[src/rtl/serclk_pkg.sv]
package serclk_pkg;

    localparam int CSR_W     = 16;
    localparam int PRE_W     = 5;
    localparam int PRE_LSB   = 8;
    localparam int CODE_W    = 3;
    localparam int MAX_SHIFT = 5;
    localparam int DIV_W     = PRE_W + MAX_SHIFT + 1;
    localparam int NUM_CH    = 2;

    typedef enum logic [CODE_W-1:0] {
        RATIO_2    = 3'd0,
        RATIO_4    = 3'd1,
        RATIO_8    = 3'd2,
        RATIO_16   = 3'd3,
        RATIO_32   = 3'd4,
        RATIO_RSV5 = 3'd5,
        RATIO_RSV6 = 3'd6,
        RATIO_1    = 3'd7
    } ratio_code_e;

    typedef struct packed {
        logic [PRE_W-1:0] pre_m1;
        ratio_code_e      code;
    } clksel_t;

    typedef struct packed {
        logic [DIV_W-1:0] total;
        logic             bad_combo;
    } div_cfg_t;

    function automatic clksel_t unpack_csr(input logic [CSR_W-1:0] w);
        clksel_t s;
        s.pre_m1 = w[PRE_LSB +: PRE_W];
        s.code   = ratio_code_e'(w[CODE_W-1:0]);
        return s;
    endfunction

    // Prescale times ratio; reserved codes act as 32, forbidden ratio 1 as 2.
    function automatic div_cfg_t resolve_div(input clksel_t s);
        div_cfg_t         r;
        logic [2:0]       sh;
        logic [DIV_W-1:0] pre;
        pre = DIV_W'(s.pre_m1) + DIV_W'(1);
        r.bad_combo = 1'b0;
        case (s.code)
            RATIO_2:  sh = 3'd1;
            RATIO_4:  sh = 3'd2;
            RATIO_8:  sh = 3'd3;
            RATIO_16: sh = 3'd4;
            RATIO_1: begin
                if (s.pre_m1 > PRE_W'(1)) begin
                    r.bad_combo = 1'b1;
                    sh = 3'd1;
                end else begin
                    sh = 3'd0;
                end
            end
            default:  sh = 3'd5;
        endcase
        r.total = pre << sh;
        if (r.total < DIV_W'(2)) begin
            r.total = DIV_W'(2);
        end
        return r;
    endfunction

endpackage

[src/rtl/serclk_cfg.sv]
module serclk_cfg
    import serclk_pkg::*;
(
    input  logic             clk,
    input  logic             rst,
    input  logic             we,
    input  logic             sel,
    input  logic [CSR_W-1:0] wdata,
    input  logic             rx_follow,
    output logic [DIV_W-1:0] tx_div,
    output logic [DIV_W-1:0] rx_div,
    output logic             cfg_err
);

    clksel_t  tx_q, rx_q;
    div_cfg_t tx_res, rx_res, wr_res;
    logic     err_q, seen_q;

    assign wr_res = resolve_div(unpack_csr(wdata));
    assign tx_res = resolve_div(tx_q);
    assign rx_res = resolve_div(rx_q);

    always_ff @(posedge clk) begin
        if (rst) begin
            tx_q   <= '{pre_m1: '0, code: RATIO_2};
            rx_q   <= '{pre_m1: '0, code: RATIO_2};
            err_q  <= 1'b0;
            seen_q <= 1'b0;
        end else begin
            seen_q <= 1'b1;
            if (we) begin
                if (sel) rx_q <= unpack_csr(wdata);
                else     tx_q <= unpack_csr(wdata);
                if (wr_res.bad_combo) err_q <= 1'b1;
            end
        end
    end

    assign tx_div  = tx_res.total;
    assign rx_div  = rx_follow ? tx_res.total : rx_res.total;
    assign cfg_err = err_q;

    AST_ERR_STICKY: assert property (@(posedge clk) disable iff (rst)
        (seen_q && $past(cfg_err)) |-> cfg_err);

    AST_DIV_RANGE: assert property (@(posedge clk) disable iff (rst)
        (tx_div >= DIV_W'(2)) && (tx_div <= (DIV_W'(1) << (PRE_W + MAX_SHIFT))));

    AST_RATIO_FALLBACK: assert property (@(posedge clk) disable iff (rst)
        (seen_q && $past(we && !sel && (wdata[CODE_W-1:0] == 3'd7)
                         && (wdata[PRE_LSB +: PRE_W] > 5'd1)))
        |-> (tx_div == ((DIV_W'($past(wdata[PRE_LSB +: PRE_W])) + DIV_W'(1)) << 1)) && cfg_err);

endmodule

[src/rtl/serclk_edge_gen.sv]
module serclk_edge_gen #(
    parameter int DIV_W = 11
) (
    input  logic             clk,
    input  logic             rst,
    input  logic             en,
    input  logic             cpol,
    input  logic             cpha,
    input  logic [DIV_W-1:0] divisor,
    output logic             sck,
    output logic             shift_stb,
    output logic             sample_stb
);

    logic [DIV_W-1:0] cnt_q, half;
    logic             sck_q, lead_q, trail_q, seen_q;

    assign half = divisor >> 1;

    always_ff @(posedge clk) begin
        if (rst) begin
            cnt_q   <= '0;
            sck_q   <= cpol;
            lead_q  <= 1'b0;
            trail_q <= 1'b0;
            seen_q  <= 1'b0;
        end else begin
            seen_q <= 1'b1;
            if (!en) begin
                cnt_q   <= '0;
                sck_q   <= cpol;
                lead_q  <= 1'b0;
                trail_q <= 1'b0;
            end else begin
                lead_q  <= (cnt_q == '0);
                trail_q <= (cnt_q == half);
                if (cnt_q == '0)       sck_q <= ~cpol;
                else if (cnt_q == half) sck_q <= cpol;
                cnt_q <= (cnt_q >= divisor - 1'b1) ? '0 : cnt_q + 1'b1;
            end
        end
    end

    assign sck        = sck_q;
    assign shift_stb  = cpha ? lead_q  : trail_q;
    assign sample_stb = cpha ? trail_q : lead_q;

    AST_IDLE_WHEN_OFF: assert property (@(posedge clk) disable iff (rst)
        (seen_q && !$past(en)) |-> (sck == $past(cpol)) && !shift_stb && !sample_stb);

    AST_STROBE_EXCL: assert property (@(posedge clk) disable iff (rst)
        $onehot0({shift_stb, sample_stb}));

    AST_EDGE_MARKED: assert property (@(posedge clk) disable iff (rst)
        (seen_q && $past(en) && (sck != $past(sck)))
        |-> ($countones({shift_stb, sample_stb}) == 1));

endmodule

[src/rtl/serclk_divider.sv]
module serclk_divider
    import serclk_pkg::*;
(
    input  logic             clk,
    input  logic             rst,
    input  logic             cfg_we,
    input  logic             cfg_sel,
    input  logic [CSR_W-1:0] cfg_wdata,
    input  logic             rx_follow_tx,
    input  logic             clk_en,
    input  logic             cpol,
    input  logic             cpha,
    output logic             tx_sck,
    output logic             tx_shift,
    output logic             tx_sample,
    output logic             rx_sck,
    output logic             rx_shift,
    output logic             rx_sample,
    output logic             cfg_err
);

    logic [DIV_W-1:0]  div_ch [NUM_CH];
    logic [NUM_CH-1:0] sck_v, shift_v, sample_v;

    serclk_cfg u_cfg (
        .clk       (clk),
        .rst       (rst),
        .we        (cfg_we),
        .sel       (cfg_sel),
        .wdata     (cfg_wdata),
        .rx_follow (rx_follow_tx),
        .tx_div    (div_ch[0]),
        .rx_div    (div_ch[1]),
        .cfg_err   (cfg_err)
    );

    for (genvar g = 0; g < NUM_CH; g++) begin : g_ch
        serclk_edge_gen #(.DIV_W(DIV_W)) u_gen (
            .clk        (clk),
            .rst        (rst),
            .en         (clk_en),
            .cpol       (cpol),
            .cpha       (cpha),
            .divisor    (div_ch[g]),
            .sck        (sck_v[g]),
            .shift_stb  (shift_v[g]),
            .sample_stb (sample_v[g])
        );
    end

    assign tx_sck    = sck_v[0];
    assign tx_shift  = shift_v[0];
    assign tx_sample = sample_v[0];
    assign rx_sck    = sck_v[1];
    assign rx_shift  = shift_v[1];
    assign rx_sample = sample_v[1];

endmodule

[config.mk]
export PLATFORM = sky130hd
export DESIGN_NAME = serclk_divider
export DESIGN_NICKNAME = d
export VERILOG_FILES = /design/src/rtl/serclk_pkg.sv /design/src/rtl/serclk_cfg.sv /design/src/rtl/serclk_edge_gen.sv /design/src/rtl/serclk_divider.sv
export SDC_FILE = /design/constraint.sdc
export NUM_CORES = 1
export LEC_CHECK = 0
export BUFFER_PORTS_ARGS = -buffer_cell sky130_fd_sc_hd__buf_2
export CAP_MARGIN = 20
export CORE_MARGIN = 1.5
export CORE_UTILIZATION = 35
export DETAILED_ROUTE_END_ITERATION = 10
export GPL_TIMING_DRIVEN = 0
export HOLD_SLACK_MARGIN = 0.12
export PLACE_DENSITY = 0.57
export SLEW_MARGIN = 20
export SYNTH_ARGS = -nofsm -noshare
export SYNTH_HDL_FRONTEND = slang
export SYNTH_SLANG_ARGS = --single-unit
[constraint.sdc]
create_clock -name clk -period 5.4 [get_ports clk]
set_clock_uncertainty 0.1 [all_clocks]
set_input_delay 0.54 -clock clk [delete_from_list [all_inputs] [get_ports clk]]
set_output_delay 0.54 -clock clk [all_outputs]
set_load 0.02 [all_outputs]
### Word-level counts from Yosys, hierarchy flattened

Index checks and enable logic that the tools add are counted.

| storage, ports and cells | value |
|---|---|
| register bits | 45 |
| latch bits | 0 |
| memory bits (writable) | 0 |
| bits in read-only memories | 0 |
| input bits | 24 |
| output and inout port bits | 7 |
| logic and storage cells | 75 |
| memories | 0 |

| cells by class | value |
|---|---|
| add/subtract/negate cells | 6 |
| multipliers | 0 |
| div/mod/pow operators | 0 |
| order comparisons | 7 |
| equal/unequal tests | 13 |
| shift-type cells | 2 |
| multiplexer cells | 21 |
| bitwise operators | 3 |
| reduce and logical (&&, ||, !) cells | 10 |

Operators by type and width:

| operator | number |
|---|---|
| 11-bit 2-to-1 mux | 3 |
| 3-bit case mux with 5 select lines | 2 |
| 11-bit by 1-bit adder with 11-bit output, second input constant | 2 |
| 11-bit by 10-bit == test with 1-bit output | 2 |
| 11-bit greater-or-equal comparator | 2 |
| 11-bit zero test | 2 |
| 11-bit by 2-bit < comparator with 1-bit output, second input constant | 2 |
| 11-bit by 3-bit << shifter with 11-bit output | 2 |
| 11-bit by 1-bit subtractor with 11-bit output, second input constant | 2 |
| 1-bit 2-to-1 mux | 16 |
| 5-bit by 1-bit greater-than comparator with 1-bit output, second input constant | 3 |
| 5-bit by 1-bit adder with 6-bit output, second input constant | 2 |
| 3-bit by 2-bit == test with 1-bit output, second input constant | 4 |
| 3-bit == test, second input constant | 3 |
| 4-bit by 2-bit inequality test with 1-bit output, second input constant | 2 |
| 3-bit by 1-bit == test with 1-bit output, second input constant | 2 |
| 3-bit zero test | 2 |
| 2-bit AND reduction | 3 |
| 3-bit OR reduction | 2 |
| 1-bit inverter | 3 |
| 2-bit OR reduction | 1 |

### Longest topological paths before layout

Gate-level depths: netlist (run 1).

| depth | value |
|---|---|
| depth in word-level cells | 12 |
| gate-level depth with buffers | 23 |

### Modules after synthesis

A second synthesis (run 1) with hierarchy kept.

| unflattened totals | value |
|---|---|
| cell total of the unflattened synthesis | 522 |
| area total of the unflattened synthesis | 4,271.6 µm² |

By module, submodules not included:

| module | times used | cells each | area each (µm²) |
|---|---|---|---|
| serclk_edge_gen | 2 | 129 | 1,207.4 |
| serclk_cfg | 1 | 264 | 1,856.8 |

### Least setup slack after synthesis (run 1)

Ideal clock, no wire load.

| timing path | value |
|---|---|
| path kind | register -> register |
| start point | register u_cfg.rx_q[4] (netlist bit) |
| end point | register g_ch[1].u_gen.cnt_q[10] |
| arrival | 4,414 ps |
| path slack | 808 ps |
| cell stages (with the launch flop) | 23 |
| cells stage by stage | dfxtp_1 -> inv_1 -> ha_1 -> o21ba_2 -> o311ai_0 -> a21boi_1 -> o32ai_1 -> o21bai_1 -> or4_1 -> and2_2 -> a2bb2oi_1 -> ha_1 -> ha_1 -> nor2b_1 -> o21a_1 -> o21a_1 -> o21a_1 -> o21a_1 -> o21a_1 -> o21ai_0 -> a21oi_1 -> clkbuf_1 -> nor3_1 |

| on the way | value |
|---|---|
| longest elaborated chain between the ends | 10 |

RTL lines:

| element | line | RTL |
|---|---|---|
| start, declared | serclk_cfg.sv:15 | `clksel_t tx_q, rx_q;` |
| start signal, assigned | serclk_cfg.sv:26 | `rx_q <= '{pre_m1: '0, code: RATIO_2};` |
| start signal, assigned | serclk_cfg.sv:32 | `if (sel) rx_q <= unpack_csr(wdata);` |
| 5-bit by 1-bit greater-than comparator with 1-bit output | serclk_pkg.sv:52 | `if (s.pre_m1 > PRE_W'(1)) begin` |
| 1-bit 2-to-1 mux | serclk_pkg.sv:52 |  |
| 3-bit case mux with 5 select lines | serclk_pkg.sv:46 | `case (s.code)` |
| 11-bit by 3-bit << shifter with 11-bit output (*) | serclk_pkg.sv:61 | `r.total = pre << sh;` |
| 11-bit by 2-bit < comparator with 1-bit output | serclk_pkg.sv:62 | `if (r.total < DIV_W'(2)) begin` |
| 11-bit 2-to-1 mux (*) | serclk_pkg.sv:62 |  |
| 11-bit 2-to-1 mux (*) | serclk_cfg.sv:40 | `assign rx_div = rx_follow ? tx_res.total : rx_res.total;` |
| 11-bit by 1-bit subtractor with 11-bit output (*) | serclk_edge_gen.sv:39 | `cnt_q <= (cnt_q >= divisor - 1'b1) ? '0 : cnt_q + 1'b1;` |
| 11-bit greater-or-equal comparator (*) | serclk_edge_gen.sv:39 |  |
| 3-bit OR reduction (no source line) (*) | n/a |  |
| end signal, assigned | serclk_edge_gen.sv:39 |  |
| end, declared | serclk_edge_gen.sv:15 | `logic [DIV_W-1:0] cnt_q, half;` |

Every way passes the cells marked *; elsewhere a longest branch is shown, timed or not.
A chain may end at the register's enable or synchronous reset.

### Final worst setup path (run 1)

| timing path | value |
|---|---|
| start point | register u_cfg.tx_q[4] (netlist bit) |
| end point | register g_ch[1].u_gen.cnt_q[9] |

| on the way | value |
|---|---|
| longest elaborated chain between the ends | 10 |

RTL lines:

| element | line | RTL |
|---|---|---|
| start, declared | serclk_cfg.sv:15 |  |
| start signal, assigned | serclk_cfg.sv:25 | `tx_q <= '{pre_m1: '0, code: RATIO_2};` |
| start signal, assigned | serclk_cfg.sv:33 | `else tx_q <= unpack_csr(wdata);` |
| 5-bit by 1-bit greater-than comparator with 1-bit output | serclk_pkg.sv:52 |  |
| 1-bit 2-to-1 mux | serclk_pkg.sv:52 |  |
| 3-bit case mux with 5 select lines | serclk_pkg.sv:46 |  |
| 11-bit by 3-bit << shifter with 11-bit output (*) | serclk_pkg.sv:61 |  |
| 11-bit by 2-bit < comparator with 1-bit output | serclk_pkg.sv:62 |  |
| 11-bit 2-to-1 mux (*) | serclk_pkg.sv:62 |  |
| 11-bit 2-to-1 mux (*) | serclk_cfg.sv:40 |  |
| 11-bit by 1-bit subtractor with 11-bit output (*) | serclk_edge_gen.sv:39 |  |
| 11-bit greater-or-equal comparator (*) | serclk_edge_gen.sv:39 |  |
| 3-bit OR reduction (no source line) (*) | n/a |  |

Marked as above.

==> results of run 1 <==
-- worst max-delay path by stage --
stage / start / endpoint / slack [ns]
after global routing: u_cfg.rx_q[4] / g_ch[1].u_gen.cnt_q[10] / 0.04
after global placement: u_cfg.tx_q[4] / g_ch[1].u_gen.cnt_q[5] / -0.20
final: u_cfg.tx_q[4] / g_ch[1].u_gen.cnt_q[9] / 0.36
after detailed placement: u_cfg.tx_q[4] / g_ch[1].u_gen.cnt_q[3] / -0.30
after floorplan: u_cfg.rx_q[4] / g_ch[1].u_gen.cnt_q[10] / 0.81
after CTS: u_cfg.tx_q[4] / g_ch[1].u_gen.cnt_q[6] / 0.003
-- per-stage QoR --
step / util / instances / hold slack (ns) / setup WS (ns)
2_1_floorplan: - / 590 / 0.3988 / 0.8076
3_3_place_gp: 0.3845 / 783 / 0.3495 / -0.1989
3_5_place_dp: 0.3845 / 783 / 0.3679 / -0.3017
4_1_cts: 0.3995 / 791 / 0.3824 / 0.003011
5_1_grt: 0.4112 / 794 / 0.4135 / 0.04125
6_report: 0.4112 / 794 / 0.3688 / 0.3642
-- cell type report --
class,instances,area [sq um],area share
sequential,45,923.4,0.1772
multi-input combinational,490,3530,0.6775
timing repair buffer,24,127.6,0.02450
tap,172,215.2,0.04131
clock inverter,2,38.79,0.007445
buffer,35,171.4,0.03290
clock buffer,6,128.9,0.02474
inverter,20,75.07,0.01441
-- worst min-delay path, cell delays in order (launching register included) --
cell     delay [ns]
dfxtp_1        0.32
nor2_1         0.04
nor2_1         0.07
-- flip-flops by register name, indices dropped and copies added (netlist names) --
name and count:
g_ch.u_gen.cnt_q 22, u_cfg.rx_q 8, u_cfg.tx_q 8, g_ch.u_gen.lead_q 2, g_ch.u_gen.sck 2, g_ch.u_gen.trail_q 2, u_cfg.cfg_err 1
-- power groups by stage --
stage,sequential [mW],clock [mW],combinational (mW)
final,0.359,0.352,0.389
after detailed placement,0.366,0,0.366
after global placement,0.366,0,0.363
after floorplan,0.366,0,0.281
after CTS,0.359,0.364,0.370
after global routing,0.361,0.375,0.431
-- routing by layer --
layer / GRT usage / wire [um] / part of all wire / vias up
met4: 0.07229 / 313 / 0.026 / 0
met1: 0.2425 / 5765 / 0.47 / 2099
li1: - / - / - / 2216
met5: 0 / 0 / 0 / -
met3: 0.02266 / 313 / 0.026 / 19
met2: 0.2998 / 5788 / 0.48 / 76
-- cells in the mapped netlist (13+ instances only) --
cell type	count	area share
and3_1	14	0.019
xor2_1	26	0.050
clkbuf_1	23	0.019
nor3_1	33	0.036
inv_1	20	0.016
dfxtp_1	43	0.19
xnor2_1	37	0.071
nand4_1	13	0.018
o21ai_0	18	0.020
ha_1	32	0.088
a21oi_1	30	0.033
nand2_1	73	0.060
nand3_1	39	0.043
nor2_1	25	0.021
nor4_1	15	0.021
-- repair_timing --
action,4_1_cts,5_1_grt
pin swaps,0,4
setup buffers,0,3
endpoints found under the setup margin,21,21
gates resized for setup,6,25
-- cells by family after synthesis --
family	after synthesis	synth area share
AOI/OAI and AO/OA	126	0.2031
and+or+nand+nor	253	0.2933
DFF	45	0.2023
xor gates and xnor gates	64	0.1248
buffers and inverters	55	0.05277
adders and majority gates	32	0.08796
muxes	15	0.03573
==> flow_summary.toml, run 1 <==
[outcome]
run_status = "completed"

[critical_path]
crit_top_cell = "o21a_1"
required_ns = 5.51
crit_path_start_kind = "flop"
cp.depth = 23
r2r-start = "u_cfg.tx_q[4]"
worstPathArrival_ns = 5.15
crit_family = "compound AO/OA/AOI/OAI gates"
worst-setup-path-type = "flop to flop"
critPathCaptureType = "flop"
reg2reg_to = "g_ch[1].u_gen.cnt_q[9]"
slowest_stage = "a2111o_1"
cp_cell_sequence = "inv_1 -> ha_1 -> inv_1 -> a2111o_1 -> a31oi_2 -> a2111oi_4 -> a211oi_2 -> and3_1 -> nand3_1 -> nand2_1 -> a2bb2oi_4 -> ha_4 -> ha_1 -> nor2b_1 -> o21a_1 -> o21a_1 -> o21a_1 -> o21a_1 -> o21a_1 -> o21ai_0 -> a21oi_1 -> clkbuf_2 -> nor3_1"
path_buf_inv = 3
r2r_slack_ns = 0.36
slowest_delay_ns = 0.42
r2r_cells = 23
path_max_fanout = 10

[synthesis]
synth_area_per_cell_sq_um = 7.715
synth-async-reset-ratio = 0
synth-edff-count = 2
synthCells = 590
syn_area_sq_um = 4552
synth_seq_area_share = 0.2023
ys_types = 77
yosys_register_bits = 45
ys.flop_type = "dfxtp_1"
yosysWarnings = 0
syn_nets = 646

[place]
dp_hpwl_um = 9313
placed_cell_area_sq_um = 4872
port_buffers = 21
gp_congestion = 0.8980

[drt]
first_pass_iters = 4
routed_wl_um = 12180
antenna_left = 0
vias = 4410
via_per_inst = 5.554
drc = 0
first_iter_violations = 248
wire_per_inst_um = 15.34

[floorplan]
start_util = 0.3592
num_io_pins = 31
die_h_um = 117.0
core_area_sq_um = 12670
dieArea_sq_um = 13700
fp.dieW_um = 117.0
num_rows = 41

[layout]
layout_commonest_cell = "nand2_1"
nets = 677
num_antenna_cells = 0
final_cell_mix = "73 x nand2_1, 41 x dfxtp_1, 39 x nand3_1, 34 x xnor2_1, 32 x nor3_1"
fin_area_sq_um = 5210
fill_cells = 1322
area_growth_pct = 14.46
drive_gt1_frac = 0.1447

[clock_network]
cts_buffers = 5
postCtsHoldBufs = 0
clkTransAtPathRegs_ns = 0.07
clockBufferDepth = 2
clk_latency_ns = 0.29
clkSinkCount = 45
cts_tree = "yes"
cts_max_level = 2
clockRootBuffer = "clkbuf_16"

[pwr]
finalPower_mw = 1.101
leakagePower_nw = 1.996
intPower_uw = 727.5
cellPowerDensity_nw_per_um2 = 211.3
combPwrFrac = 0.354
clkPwrFrac = 0.320
p_sw_frac = 0.3392
max-vdd-ir-drop_mv = 0.1702
power_frac_seq = 0.326
power_switching_uw = 373.5

[timing]
hold_violations = 0
timing_worst_slew_pin_value_ns = 1.064
fin_crit_ns = 5.036
setup_violations = 0
tns_ns = 0
maxSlewHeadroom = 0.2816
rsz0062_at_grt = "no"
fmax_mhz = 198.6
finalCritPeriodShare = 0.9325
slew_violations = 0

[grt]
grt_start_max_net_pins = 15
grt_antenna_before_repair = 0
grt-ovfl-total = 0
gr-usage-all-layers = 0.1820
grt_pass1_vias = 4026
grt_pass1_wl_um = 19840

[min_path]
min_path_type = "flop to flop"
hold_path_end = "u_cfg.cfg_err"
hold_depth = 2
min_from = "u_cfg.cfg_err"

[run]
cap_violations = 0
(Power assumes the default switching activity.)
==> inputs of run 2 (changes only) <==
--- a/config.mk
+++ b/config.mk
@@ -16,4 +16,5 @@
 export SLEW_MARGIN = 20
 export SYNTH_ARGS = -nofsm -noshare
 export SYNTH_HDL_FRONTEND = slang
+export SYNTH_HIERARCHICAL = 1
 export SYNTH_SLANG_ARGS = --single-unit
==> run 2 against run 1 <==
Routed wire length decreased by 19%; first-iteration DRC count decreased by 2.0%; sequential share of layout area increased by 1.9 points; total power decreased by 12%; critical path type unchanged.
==> flow_summary.toml, run 2 <==
[grt]
grt_pass1_vias = 3578
grt_antenna_before_repair = 0
grt_start_max_net_pins = 13
gr-usage-all-layers = 0.1594
grt_pass1_wl_um = 16790
grt-ovfl-total = 0

[timing]
rsz0062_at_grt = "no"
timing_worst_slew_pin_value_ns = 0.7623
maxSlewHeadroom = 0.4881
fin_crit_ns = 4.955
tns_ns = 0
holdWs_ns = 0.3783
setup_violations = 0
slew_violations = 0
fmax_mhz = 201.8
hold_violations = 0
finalCritPeriodShare = 0.9176

[min_path]
min_path_type = "flop to flop"
hold_depth = 2
min_from = "u_cfg/cfg_err"
hold_path_end = "u_cfg/cfg_err"

[layout]
drive_gt1_frac = 0.1506
fill_cells = 1235
num_antenna_cells = 0
regArea_sq_um = 922.1
layout_commonest_cell = "nand2_1"
largest_register_ffs = 22
top_regs = "g_ch.u_gen/cnt_q (22), u_cfg/rx_q (8), u_cfg/tx_q (8)"
area_growth_pct = 10.16
nets = 606
fin_area_sq_um = 4706
final_cell_mix = "53 x nand2_1, 42 x dfxtp_1, 41 x xor2_1, 32 x ha_1, 31 x nand3_1"
multiInputGateArea_sq_um = 3136
largest_register = "g_ch.u_gen/cnt_q"

[clock_network]
clkTransAtPathRegs_ns = 0.06
clk_latency_ns = 0.29
clockBufferDepth = 2
cts_tree = "yes"
clockRootBuffer = "clkbuf_16"
cts_buffers = 5
cts_max_level = 2
clkSinkCount = 45

[synthesis]
syn_area_sq_um = 4272
synth_area_per_cell_sq_um = 8.183
synth_most_common_cell = "nand2_1"
synth_area_leaders = "dfxtp_1 20%, ha_1 9.4%, xor2_1 8.4%"
synth.top_cell.area_share = 0.2015
yosys_register_bits = 45
yosysTopAreaCell = "dfxtp_1"
synth_common_cells = "53 x nand2_1, 43 x dfxtp_1, 41 x xor2_1"
ys_types = 71
ys.flop_type = "dfxtp_1"
syn_nets = 578
synth-async-reset-ratio = 0
synth_seq_area_share = 0.2156
yosysWarnings = 6
synthCells = 522
synth-edff-count = 2

[pwr]
cellPowerDensity_nw_per_um2 = 205.8
leakagePower_nw = 1.892
max-vdd-ir-drop_mv = 0.09873

[place]
placed_cell_area_sq_um = 4561
gp_congestion = 0.8205
port_buffers = 21
dp_hpwl_um = 7709

[critical_path]
reg2reg_to = "g_ch[0].u_gen/cnt_q[2]"
required_ns = 5.52
r2r-start = "u_cfg/tx_q[2]"
worstPathArrival_ns = 5.07
r2r_slack_ns = 0.45
critPathCaptureType = "flop"
crit_path_start_kind = "flop"
path_max_fanout = 10
r2r_cells = 19
worst-setup-path-type = "flop to flop"

[drt]
antenna_left = 0
drc = 0
routed_wl_um = 9836
first_iter_violations = 243
via_per_inst = 5.420
first_pass_iters = 4
wire_per_inst_um = 14.09
vias = 3783

[floorplan]
die_h_um = 113.5
core_area_sq_um = 11960
num_rows = 40
fp.dieW_um = 113.5
start_util = 0.3571
num_io_pins = 31
dieArea_sq_um = 12880

[run]
cap_violations = 0

[outcome]
run_status = "completed"
-- run 2: cell types whose count changed after synthesis, sizes merged, moves of 6 or more --
cell    previous run  this run
xnor2             38        27
o21a              11         2
o21ai             23        17
a21o               1         9
o22ai              0         6
and4               0         7
a211oi            10         2
nor2b              9         2
nand3             39        31
and3              14         2
nand2             74        54
xor2              26        41
-- run 2: how the worst max path moves through the flow --
stage,start,slack [ns],cells past startpoint,to
after floorplan,u_cfg/rx_q[3],0.87,19,g_ch[1].u_gen/cnt_q[10]
after global placement,u_cfg/rx_q[3],0.34,19,g_ch[1].u_gen/cnt_q[2]
after detailed placement,u_cfg/rx_q[3],0.28,19,g_ch[1].u_gen/cnt_q[8]
after CTS,u_cfg/rx_q[3],0.25,19,g_ch[1].u_gen/cnt_q[8]
after global routing,u_cfg/tx_q[4],0.05,19,g_ch[0].u_gen/cnt_q[8]
final,u_cfg/tx_q[2],0.45,19,g_ch[0].u_gen/cnt_q[2]
-- run 2: critical path, cell delays in order (launching register included) --
cell and delay [ns]:
dfxtp_1 0.43, nand2b_1 0.13, clkbuf_1 0.33, mux2_1 0.37
a21oi_1 0.30, a21boi_0 0.24, o2111ai_1 0.13, a2111o_1 0.39
and4_1 0.26, inv_1 0.09, ha_1 0.21, nand3b_1 0.17
nor3_1 0.23, xnor2_1 0.17, ha_1 0.27, and4_4 0.20
a2111oi_4 0.35, o31ai_1 0.17, buf_6 0.18, nor3_2 0.15
-- run 2: logic make-up (layout without fill, tap and decap cells) --
logic type,count (synthesis),count (layout),synth area share
and+or+nand+nor,217,217,0.2906
AOI/OAI and AO/OA,104,104,0.1757
xor gates and xnor gates,68,68,0.1394
DFF,45,45,0.2156
buffers and inverters,43,72,0.05214
adders and majority gates,32,32,0.09373
muxes,13,13,0.03281
-- run 2: final cells by class --
type / count / share of cell area
repair buffers: 21 / 0.02233
flip-flops and latches: 45 / 0.1960
multi-input cells: 434 / 0.6663
well taps: 147 / 0.03909
plain buffers: 28 / 0.03536
inverters: 15 / 0.01196
clock buffers: 8 / 0.02898
-- run 2: layer usage --
| layer | global-route usage | vias up | wire length (um) |
|---|---|---|---|
| met2 | 0.2614 | 62 | 4457 |
| met4 | 0.04167 | 0 | 102 |
| met3 | 0.03082 | 7 | 437 |
| li1 | - | 1955 | - |
| met5 | 0 | - | 0 |
| met1 | 0.2148 | 1759 | 4839 |
-- run 2: what timing repair did --
action,CTS,global route
resized for setup,0,2
setup endpoints to repair,0,10
setup buffers,0,0
hold buffers,0,0
hold endpoints to repair,0,0
-- run 2: through the flow --
step / utilization / setup WS (ns) / total power, mW / std cells
final: 0.3934 / 0.4452 / 0.9685 / 698
after CTS: 0.3927 / 0.2466 / 0.9778 / 698
after global placement: 0.3813 / 0.3385 / 0.6723 / 690
after detailed placement: 0.3813 / 0.2800 / 0.6805 / 690
after floorplan: - / 0.8737 / 0.6091 / 522
after global routing: 0.3934 / 0.04881 / 1.030 / 698
-- run 2: power by group --
group          total, mW  leakage (nW)  switching, mW  internal [mW]
sequential         0.361         0.371         0.0136          0.347
clock              0.293        0.0652          0.121          0.172
combinational      0.314          1.46          0.183          0.131
